**src/rtl/irq_src_pkg.sv**
```systemverilog
package irq_src_pkg;

    typedef enum logic {
        OFFER_EMPTY = 1'b0,
        OFFER_FULL  = 1'b1
    } offer_state_e;

    typedef enum logic {
        SCAN_IDLE = 1'b0,
        SCAN_WALK = 1'b1
    } scan_state_e;

endpackage

```
**src/rtl/irq_src_slice.sv**
```systemverilog
module irq_src_slice #(
    parameter bit IS_LSI = 1'b0,
    parameter int SRV_W  = 4,
    parameter int PRIO_W = 8
) (
    input  logic              clk,
    input  logic              rst_n,
    input  logic              lvl,
    input  logic              cfg_hit,
    input  logic [SRV_W-1:0]  cfg_server,
    input  logic [PRIO_W-1:0] cfg_prio,
    input  logic [PRIO_W-1:0] cfg_saved,
    input  logic              clr_hit,
    input  logic              scan_hit,
    input  logic              take,
    output logic              queued,
    output logic [PRIO_W-1:0] prio,
    output logic [PRIO_W-1:0] saved,
    output logic [SRV_W-1:0]  server
);
    localparam logic [PRIO_W-1:0] MASKED = {PRIO_W{1'b1}};

    logic              lvl_q;
    logic [PRIO_W-1:0] p_eff;
    logic              p_ok;
    logic              take_drop;
    logic              q_set;

    // priority that applies this cycle, a write in flight included
    assign p_eff     = cfg_hit ? cfg_prio : prio;
    assign p_ok      = (p_eff != MASKED);
    // a queued source that got masked before it was offered is sent back
    assign take_drop = take && (prio == MASKED);

    always_ff @(posedge clk) begin
        if (!rst_n) begin
            lvl_q  <= 1'b0;
            queued <= 1'b0;
            prio   <= MASKED;
            saved  <= MASKED;
            server <= '0;
        end else begin
            lvl_q  <= lvl;
            queued <= (queued & ~take) | q_set;
            if (cfg_hit) begin
                prio   <= cfg_prio;
                saved  <= cfg_saved;
                server <= cfg_server;
            end
        end
    end

    generate
        if (IS_LSI) begin : g_level
            logic sent_q;
            logic sent_base;
            logic fire;

            always_comb begin
                sent_base = sent_q & ~clr_hit & ~take_drop;
                fire      = ((lvl & ~lvl_q) | cfg_hit | scan_hit) & p_ok & lvl & ~sent_base;
                q_set     = fire;
            end

            always_ff @(posedge clk) begin
                if (!rst_n) sent_q <= 1'b0;
                else        sent_q <= sent_base | fire;
            end
        end else begin : g_edge
            logic rej_q;
            logic mpend_q;
            logic edge_seen;
            logic release_ok;
            logic redo;

            always_comb begin
                edge_seen  = lvl & ~lvl_q;
                release_ok = cfg_hit & mpend_q & p_ok;
                redo       = scan_hit & rej_q;
                q_set      = (edge_seen & p_ok) | release_ok | (redo & p_ok);
            end

            always_ff @(posedge clk) begin
                if (!rst_n) begin
                    rej_q   <= 1'b0;
                    mpend_q <= 1'b0;
                end else begin
                    rej_q   <= (rej_q & ~scan_hit) | clr_hit;
                    mpend_q <= (mpend_q & ~release_ok) | (edge_seen & ~p_ok) | take_drop;
                end
            end
        end
    endgenerate

endmodule

```
**src/rtl/irq_src_pick.sv**
```systemverilog
module irq_src_pick #(
    parameter int N     = 8,
    parameter int IDX_W = 3
) (
    input  logic [N-1:0]     req,
    output logic             any,
    output logic [IDX_W-1:0] idx
);
    always_comb begin
        any = |req;
        idx = '0;
        for (int i = N - 1; i >= 0; i--) begin
            if (req[i]) idx = IDX_W'(i);
        end
    end
endmodule

```
**src/rtl/irq_src_scan.sv**
```systemverilog
module irq_src_scan
    import irq_src_pkg::*;
#(
    parameter int NSRC  = 8,
    parameter int IDX_W = 3
) (
    input  logic            clk,
    input  logic            rst_n,
    input  logic            start,
    input  logic            busy,
    output logic [NSRC-1:0] hit
);
    localparam logic [IDX_W-1:0] LAST = IDX_W'(NSRC - 1);

    scan_state_e      state_q, state_d;
    logic [IDX_W-1:0] idx_q, idx_d;

    always_ff @(posedge clk) begin
        if (!rst_n) begin
            state_q <= SCAN_IDLE;
            idx_q   <= '0;
        end else begin
            state_q <= state_d;
            idx_q   <= idx_d;
        end
    end

    always_comb begin
        state_d = state_q;
        idx_d   = idx_q;
        unique case (state_q)
            SCAN_IDLE: begin
                if (start) begin
                    state_d = SCAN_WALK;
                    idx_d   = '0;
                end
            end
            SCAN_WALK: begin
                if (!busy) begin
                    if (idx_q == LAST) state_d = SCAN_IDLE;
                    else               idx_d   = idx_q + 1'b1;
                end
            end
        endcase
    end

    always_comb begin
        hit = '0;
        if (state_q == SCAN_WALK && !busy) begin
            for (int i = 0; i < NSRC; i++) hit[i] = (idx_q == IDX_W'(i));
        end
    end
endmodule

```
**src/rtl/irq_src_ctrl.sv**
```systemverilog
module irq_src_ctrl
    import irq_src_pkg::*;
#(
    parameter int              NSRC     = 8,
    parameter int              SRV_W    = 4,
    parameter int              PRIO_W   = 8,
    parameter int              NUM_W    = 8,
    parameter int              BASE     = 16,
    parameter logic [NSRC-1:0] LSI_MASK = 8'h0F,
    localparam int             IDX_W    = (NSRC > 1) ? $clog2(NSRC) : 1
) (
    input  logic              clk,
    input  logic              rst_n,
    input  logic [NSRC-1:0]   src_in,
    input  logic              cfg_we,
    input  logic [IDX_W-1:0]  cfg_idx,
    input  logic [SRV_W-1:0]  cfg_server,
    input  logic [PRIO_W-1:0] cfg_prio,
    input  logic [PRIO_W-1:0] cfg_saved,
    input  logic [IDX_W-1:0]  qry_idx,
    output logic [PRIO_W-1:0] qry_prio,
    output logic [PRIO_W-1:0] qry_saved,
    input  logic              rej_valid,
    input  logic [NUM_W-1:0]  rej_num,
    input  logic              eoi_valid,
    input  logic [NUM_W-1:0]  eoi_num,
    input  logic              resend_req,
    output logic              dlv_valid,
    input  logic              dlv_ready,
    output logic [NUM_W-1:0]  dlv_num,
    output logic [SRV_W-1:0]  dlv_server,
    output logic [PRIO_W-1:0] dlv_prio
);
    localparam logic [PRIO_W-1:0] MASKED = {PRIO_W{1'b1}};
    localparam logic [NUM_W-1:0]  BASE_N = NUM_W'(BASE);
    localparam logic [NUM_W-1:0]  SPAN_N = NUM_W'(NSRC);

    logic [NSRC-1:0]   queued_v, take_v, scan_v, cfg_v, rej_v, eoi_v, clr_v;
    logic [PRIO_W-1:0] prio_a   [NSRC];
    logic [PRIO_W-1:0] saved_a  [NSRC];
    logic [SRV_W-1:0]  server_a [NSRC];

    logic [NUM_W-1:0]  rej_off, eoi_off;
    logic              rej_in, eoi_in;
    logic              any_q, busy, load_go, load_ok;
    logic [IDX_W-1:0]  pick_idx;

    offer_state_e      off_q, off_d;
    logic [IDX_W-1:0]  off_idx;
    logic [SRV_W-1:0]  off_srv;
    logic [PRIO_W-1:0] off_prio;

    // global number decode for the commands coming back
    always_comb begin
        rej_off = rej_num - BASE_N;
        eoi_off = eoi_num - BASE_N;
        rej_in  = rej_valid && (rej_num >= BASE_N) && (rej_off < SPAN_N);
        eoi_in  = eoi_valid && (eoi_num >= BASE_N) && (eoi_off < SPAN_N);
        for (int i = 0; i < NSRC; i++) begin
            cfg_v[i] = cfg_we && (cfg_idx == IDX_W'(i));
            rej_v[i] = rej_in && (rej_off == NUM_W'(i));
            eoi_v[i] = eoi_in && (eoi_off == NUM_W'(i));
            // completion only matters to level sources
            clr_v[i] = rej_v[i] | (eoi_v[i] & LSI_MASK[i]);
        end
    end

    generate
        for (genvar g = 0; g < NSRC; g++) begin : g_src
            irq_src_slice #(
                .IS_LSI (LSI_MASK[g]),
                .SRV_W  (SRV_W),
                .PRIO_W (PRIO_W)
            ) u_slice (
                .clk        (clk),
                .rst_n      (rst_n),
                .lvl        (src_in[g]),
                .cfg_hit    (cfg_v[g]),
                .cfg_server (cfg_server),
                .cfg_prio   (cfg_prio),
                .cfg_saved  (cfg_saved),
                .clr_hit    (clr_v[g]),
                .scan_hit   (scan_v[g]),
                .take       (take_v[g]),
                .queued     (queued_v[g]),
                .prio       (prio_a[g]),
                .saved      (saved_a[g]),
                .server     (server_a[g])
            );
        end
    endgenerate

    irq_src_pick #(.N(NSRC), .IDX_W(IDX_W)) u_pick (
        .req (queued_v),
        .any (any_q),
        .idx (pick_idx)
    );

    assign busy = (off_q == OFFER_FULL) || any_q;

    irq_src_scan #(.NSRC(NSRC), .IDX_W(IDX_W)) u_scan (
        .clk   (clk),
        .rst_n (rst_n),
        .start (resend_req),
        .busy  (busy),
        .hit   (scan_v)
    );

    always_comb begin
        load_go = (off_q == OFFER_EMPTY) && any_q;
        load_ok = (prio_a[pick_idx] != MASKED);
        for (int i = 0; i < NSRC; i++) take_v[i] = load_go && (pick_idx == IDX_W'(i));
    end

    // offer state register
    always_ff @(posedge clk) begin
        if (!rst_n) off_q <= OFFER_EMPTY;
        else        off_q <= off_d;
    end

    always_comb begin
        off_d = off_q;
        unique case (off_q)
            OFFER_EMPTY: if (load_go && load_ok) off_d = OFFER_FULL;
            OFFER_FULL:  if (dlv_ready)          off_d = OFFER_EMPTY;
        endcase
    end

    // offer payload
    always_ff @(posedge clk) begin
        if (!rst_n) begin
            off_idx  <= '0;
            off_srv  <= '0;
            off_prio <= MASKED;
        end else if (load_go && load_ok) begin
            off_idx  <= pick_idx;
            off_srv  <= server_a[pick_idx];
            off_prio <= prio_a[pick_idx];
        end
    end

    assign dlv_valid  = (off_q == OFFER_FULL);
    assign dlv_num    = NUM_W'(off_idx) + BASE_N;
    assign dlv_server = off_srv;
    assign dlv_prio   = off_prio;
    assign qry_prio   = prio_a[qry_idx];
    assign qry_saved  = saved_a[qry_idx];

endmodule

```
**config.mk**
```make
export PLATFORM = sky130hd
export DESIGN_NAME = irq_src_ctrl
export DESIGN_NICKNAME = d
export VERILOG_FILES = /design/src/rtl/irq_src_pkg.sv /design/src/rtl/irq_src_slice.sv /design/src/rtl/irq_src_pick.sv /design/src/rtl/irq_src_scan.sv /design/src/rtl/irq_src_ctrl.sv
export SDC_FILE = /design/constraint.sdc
export NUM_CORES = 1
export LEC_CHECK = 0
export BUFFER_PORTS_ARGS = -buffer_cell sky130_fd_sc_hd__buf_2
export CAP_MARGIN = 20
export CORE_MARGIN = 10
export CORE_UTILIZATION = 60
export DETAILED_ROUTE_END_ITERATION = 7
export PLACE_DENSITY = 0.83
export SYNTH_ARGS = -nofsm -noshare
export SYNTH_HDL_FRONTEND = slang
export SYNTH_SLANG_ARGS = --single-unit
```
**constraint.sdc**
```tcl
create_clock -name clk -period 3.8 [get_ports clk]
set_input_delay 0.38 -clock clk [delete_from_list [all_inputs] [get_ports clk]]
set_output_delay 0.38 -clock clk [all_outputs]
set_load 0.01 [all_outputs]
```
# Word level (Yosys, flattened, before mapping)
# Index checks and enable logic that the tools add are counted.
word_totals:
  input_bits: 57
  output_inout_bits: 37
  regBits: 208
  wordCells: 367
op_classes:
  muxes: 40
  order_cmp: 6
  n_bitwise: 156
  n_reduce_logical: 52
  eq_ne: 51
  addsub: 4
op_table:
  columns: ["operator", "n"]
  rows:
  - ["8-bit two-way mux", 15]
  - ["8-bit binary-select mux with 3-bit select", 3]
  - ["8-bit != test (second input constant)", 9]
  - ["1-bit bitwise AND", 68]
  - ["8-bit == test (second input constant)", 8]
  - ["1-bit bitwise OR", 44]
  - ["1-bit logical AND", 43]
  - ["1-bit NOT", 42]
  - ["3-bit == test (second input constant)", 12]
  - ["3-bit two-way mux", 11]
  - ["8-bit by 2-bit == test with 1-bit output (second input constant)", 4]
  - ["8-bit by 3-bit == test with 1-bit output (second input constant)", 4]
  - ["3-bit by 2-bit == test with 1-bit output (second input constant)", 6]
  - ["8-bit by 1-bit == test with 1-bit output (second input constant)", 2]
  - ["8-bit by 5-bit greater-or-equal comparator with 1-bit output (second input constant)", 2]
  - ["8-bit logical NOT", 2]
  - ["8-bit by 4-bit < comparator with 1-bit output (second input constant)", 2]
  - ["8-bit by 5-bit subtractor with 8-bit output (second input constant)", 2]
  - ["4-bit binary-select mux with 3-bit select", 1]
  - ["3-bit by 1-bit == test with 1-bit output (second input constant)", 3]
  - ["3-bit logical NOT", 3]
  - ["4-bit greater-or-equal comparator (second input constant)", 2]
  - ["4-bit two-way mux", 2]
  - ["3-bit NOT with 4-bit output", 2]
  - ["other kinds (10)", 17]

# Depth between registers and ports, before layout
depth:
  depth_word: 16
  ltp_mapped: 11
  mapped_depth_nobuf: 9

# Hierarchy
# A second synthesis with hierarchy kept.
hier_totals:
  hier_cells: 1018
  area_unflattened_um2: 10468.8
by_module_without_submodules:
  columns: ["module", "cells_each", "n_inst", "area_per_inst_um2", "seq_area_each_um2"]
  rows:
  - ["irq_src_slice (g_src[4].u_slice ...)", 91, 4, 939.7, 480.5]
  - ["irq_src_slice (g_src[0].u_slice ...)", 86, 4, 889.6, 460.4]
  - ["irq_src_ctrl", 258, 1, 2761.4, 320.3]
  - ["irq_src_scan", 39, 1, 309.0, 80.1]
  - ["irq_src_pick", 13, 1, 81.3, 0.0]

# Worst setup path before layout
# OpenSTA, ideal clock, no wires.
synth_path:
  path_type: "reg2reg"
  from: "register g_src[4].u_slice.queued"
  to: "register off_idx[0]"
  t_arrival_ns: 2.647
  setup_ns: 0.070
  t_required_ns: 3.730
  stages_incl_launch_ff: 12
  path_buffers: 2
  synth_period_minus_slack_ns: 2.718
  setup_slack_ns: 1.082
  path_cell_list: "dfxtp_1 buf_6 nor2b_4 a211o_4 buf_6 a2111oi_4 o21ai_2 o21a_1 a221oi_2 and4bb_4 or4_1 a21oi_1"
synth_between:
  elab_chain_cells: 11
synth_lines:
  columns: ["item", "line", "text"]
  rows:
  - ["from (decl)", "irq_src_slice.sv:16", "output logic queued,"]
  - ["from (signal assigned)", "irq_src_slice.sv:44", "queued <= (queued & ~take) | q_set;"]
  - ["3-bit two-way mux (5 in series)", "irq_src_pick.sv:13", "if (req[i]) idx = IDX_W'(i);"]
  - ["3-bit NOT with 4-bit output (implied by the code)", "irq_src_ctrl.sv:111", "load_ok = (prio_a[pick_idx] != MASKED);"]
  - ["8-bit binary-select mux with 3-bit select", "irq_src_ctrl.sv:111", null]
  - ["8-bit two-way mux (implied by the code) (2 in series)", "irq_src_ctrl.sv:111", null]
  - ["8-bit != test", "irq_src_ctrl.sv:111", null]
  - ["1-bit logical AND", "irq_src_ctrl.sv:135", "end else if (load_go && load_ok) begin"]
  - ["to (signal assigned)", "irq_src_ctrl.sv:136", "off_idx <= pick_idx;"]
  - ["to (decl)", "irq_src_ctrl.sv:49", "logic [IDX_W-1:0] off_idx;"]
# Several ways; a longest one is shown, not always the timed one. The select of a mux whose other input is x is not followed.
# A chain may end at the register's enable or synchronous reset.

# Worst setup path after layout
layout_path:
  from: "register g_src[3].u_slice.queued"
  to: "register off_idx[0]"
layout_between:
  elab_chain_cells: 10
layout_lines:
  columns: ["item", "line"]
  rows:
  - ["from (decl)", "irq_src_slice.sv:16"]
  - ["from (signal assigned)", "irq_src_slice.sv:44"]
  - ["3-bit two-way mux (4 in series)", "irq_src_pick.sv:13"]
  - ["3-bit NOT with 4-bit output (implied by the code)", "irq_src_ctrl.sv:111"]
  - ["8-bit binary-select mux with 3-bit select", "irq_src_ctrl.sv:111"]
  - ["8-bit two-way mux (implied by the code) (2 in series)", "irq_src_ctrl.sv:111"]
  - ["8-bit != test", "irq_src_ctrl.sv:111"]
  - ["1-bit logical AND", "irq_src_ctrl.sv:135"]
# Several ways; a longest one is shown, not always the timed one. The select of a mux whose other input is x is not followed.

==> run metrics <==
PortBufs 88; vias post-DR 9724; compound-cell area share of the yosys netlist 12.4%; vias in the first global route 9245; Clk pin slew, worst setup/hold paths 60 ps; Nets 1350; Switching Fraction 29.7%; Max Root-Sink Buffers 3; CP max stage delay 550 ps; H-tree levels 1; setup violators final 0; share of layout cells above drive strength 1 18.0%; WP data required 4230 ps; CP Cell Sequence nor2_2, a211o_4, nor3_1, a221o_1, a21oi_1, a311oi_2, and4bb_4, or4_1, a21oi_1; Async SR Flop Fraction 0%; area share of fa/ha/maj cells after synthesis 0.747%; Worst VDD drop 332 uV; crit start category register; Worst Tran Pin Value 1030 ps; hold worst-path end g_src[6].u_slice.lvl_q; Hold WC Path Type in2reg; Psw 1800 uW; Yosys Warn Count 0; CP Max Fanout 22; Post-Synth Simple-Gate Area 29.3%; max_slew headroom 31.4%; worst path bufs/invs 0; fillers 1327; Avg Cell Area, Syn 8.02 um2; IO Count 94; DR pass1 iterations 6; top cells by area, synth dfxtp_1 (41%), nand2_1 (14%), mux4_2 (7.2%); CP arrival 3710 ps; internal power 4250 uW; GR Layer Usage met2 43.7%; largest family of logic cells by synthesized area simple AND/OR/NAND/NOR gates; GP Congestion 1.01; Via density 6.39; synthesized instance count 1253; worst-skew pair later-pin latency 510 ps; clock sink total 208; fin. max-slew vios 0; Post-DP HPWL 21200 um; setup bufs post-CTS 0; FF+latch count, synth 208; Post-CTS Resized 0; unrepaired setup endpoints after global routing no; count leader, synth nand2_1; GRT Util Overall 28.0%; Reg-to-Reg End off_idx[0]; R2R cell count 9; most frequent cells after synthesis nand2_1 (380), dfxtp_1 (208), nand3_1 (142); Yosys cell types 78; Layout area overhead 12.7%; Top Usage Layer GRT met2; XOR/XNOR share of the synthesized area 0%; die width 149 um; total grt overflow 0; Hold Slack 77.4 ps; cell mode on critical path a21oi_1; PD cells 534 nW/um2; leakage 0.00472 uW; Die Span Y 149 um; hold-fix buffer count after cts 0; delay-heaviest family, CP simple AND/OR/NAND/NOR gates; GRT met3 Usage 6.49%; Clock Power Share 39.0%; MaxCap Viol Count 0; most area-hungry cell type in the Yosys netlist dfxtp_1; total wire length 31800 um; core area 16500 um2; Post-Synthesis Cell Area 10000 um2; total CTS buffers 22; top cell type's share of synthesized area 41.4%; Hold Crit Start src_in[6]; Initial DRC Count 1281; per-cell routed wire length 20.9 um; outcome finished, final reports clean; Remaining DRCs 0; fmax 305 MHz; Seq/Total Area, Yosys 41.4%; Comb pwr share 20.8%; Period minus WS final 3280 ps; multiplexer area fraction after synthesis 10.7%; cell row count 47; Worst R2R Setup Slack 520 ps; Seq pwr share 40.2%; TNS Setup 0 ps; Tcrit/Tclk final 86.4%; Post-synth EDFFs 0; Min-Delay Path Depth 2; ys flop type dfxtp_1; Clock Skews 12.2 ps; CP max-delay cell dfxtp_1; Fin. Hold Viols 0; endpoint type of the worst setup path register; CTS tree built; CTS Root Cell clkbuf_16; die area 22300 um2; critical setup path kind reg2reg; initial antenna violation count 2; first-pass GRT wire length 50300 um; Final ANT Viol Nets 0; Reg-to-Reg Start g_src[3].u_slice.queued; GRT met1 Usage 35.9%; Starting Density 60.8%; largest net degree at the start of global routing 82
per-layer routing:
layer,share of wire [%],vias up
met3,11,126
met2,46,608
li1,-,4406
met1,38,4582
met5,0.041,-
met4,4.4,2
worst register-to-register path: stages (launching register included):
cell and delay, ps:
dfxtp_1 550, nor2_2 110, a211o_4 500, nor3_1 470
a221o_1 260, a21oi_1 80, a311oi_2 310, and4bb_4 310
or4_1 480, a21oi_1 150
layout by cell type (no fill, tap or decap), types with 3 or more instances in the layout:
| cell | instances |
|---|---|
| mux2i_1 | 11 |
| o21ai_0 | 18 |
| o221ai_1 | 5 |
| dfxtp_1 | 208 |
| or4_1 | 3 |
| mux2_2 | 21 |
| mux4_2 | 32 |
| and2_1 | 10 |
| nor2_1 | 43 |
| nor2b_1 | 9 |
| a221oi_1 | 8 |
| a32oi_1 | 4 |
| or2_2 | 5 |
| bufinv_16 | 5 |
| a221o_1 | 3 |
| o21a_1 | 5 |
| ha_1 | 6 |
| clkbuf_1 | 3 |
| nand2b_1 | 11 |
| nor3_1 | 5 |
| clkinv_2 | 4 |
| a21oi_1 | 82 |
| nand2_1 | 380 |
| clkbuf_16 | 23 |
| buf_2 | 87 |
| buf_4 | 26 |
| a22oi_1 | 3 |
| conb_1 | 5 |
| a31oi_1 | 3 |
| nand3_1 | 142 |
| nand4_1 | 21 |
| inv_1 | 18 |
| nor2_2 | 6 |
| o211ai_1 | 13 |
| nor4_1 | 8 |
registers in the layout (all words and copies together) (netlist names):
signal and cells:
g_src.u_slice.prio 64, g_src.u_slice.saved 64, g_src.u_slice.server 32, dlv_prio 8
g_src.u_slice.lvl_q 8, g_src.u_slice.queued 8, dlv_server 4, g_src.u_slice.g_level.sent_q 4
g_src.u_slice.g_edge.mpend_q 4, g_src.u_slice.g_edge.rej_q 4, off_idx 3, u_scan.idx_q 3
dlv_valid 1, u_scan.state_q 1
worst max-delay path by stage:
stage | startpoint | endpoint | slack [ps] | depth (start not counted)
final | g_src[3].u_slice.queued | off_idx[0] | 520 | 9
after global routing | g_src[1].u_slice.queued | dlv_prio[1] | 330 | 9
after CTS | g_src[3].u_slice.queued | off_idx[0] | 570 | 9
after detailed placement | g_src[3].u_slice.queued | off_idx[0] | 620 | 9
after global placement | g_src[3].u_slice.queued | off_idx[0] | 670 | 9
after floorplan | g_src[4].u_slice.queued | off_idx[0] | 1080 | 11
cell type report:
cell class | instances | area, um2 | share of cell area [%]
Multi-Input combinational cell | 922 | 5380 | 47.5
Inverter | 19 | 71.3 | 0.630
Clock buffer | 28 | 614 | 5.43
Timing Repair Buffer | 114 | 646 | 5.70
Sequential cell | 208 | 4160 | 36.8
Antenna cell | 1 | 2.50 | 0.0221
Clock inverter | 9 | 170 | 1.50
Tap cell | 220 | 275 | 2.43
kinds of logic after synthesis:
group | after synthesis
compound gates | 184
fa+ha+maj | 6
buf+inv | 126
flops | 208
mux | 65
other cells | 2
simple gates | 662
metrics by stage:
stage	std cells	utilization (%)	setup WS, ps	instance area [um2]	power, uW
2_1_floorplan	1256	-	1080	10100	3330
3_3_place_gp	1482	63.7	673	10500	3670
3_5_place_dp	1482	63.7	621	10500	3690
4_1_cts	1519	68.4	573	11300	6010
5_1_grt	1520	68.5	330	11300	6260
6_report	1521	68.5	518	11300	6050
power groups by stage:
stage               registers, uW  logic [uW]  clock network, uW
global route                 2450        1360               2450
global placement             2470        1200                  0
detailed placement           2470        1220                  0
CTS                          2430        1230               2360
finish                       2430        1260               2360
floorplan                    2440         888                  0
No activity file was read; power rests on OpenSTA's default activity.
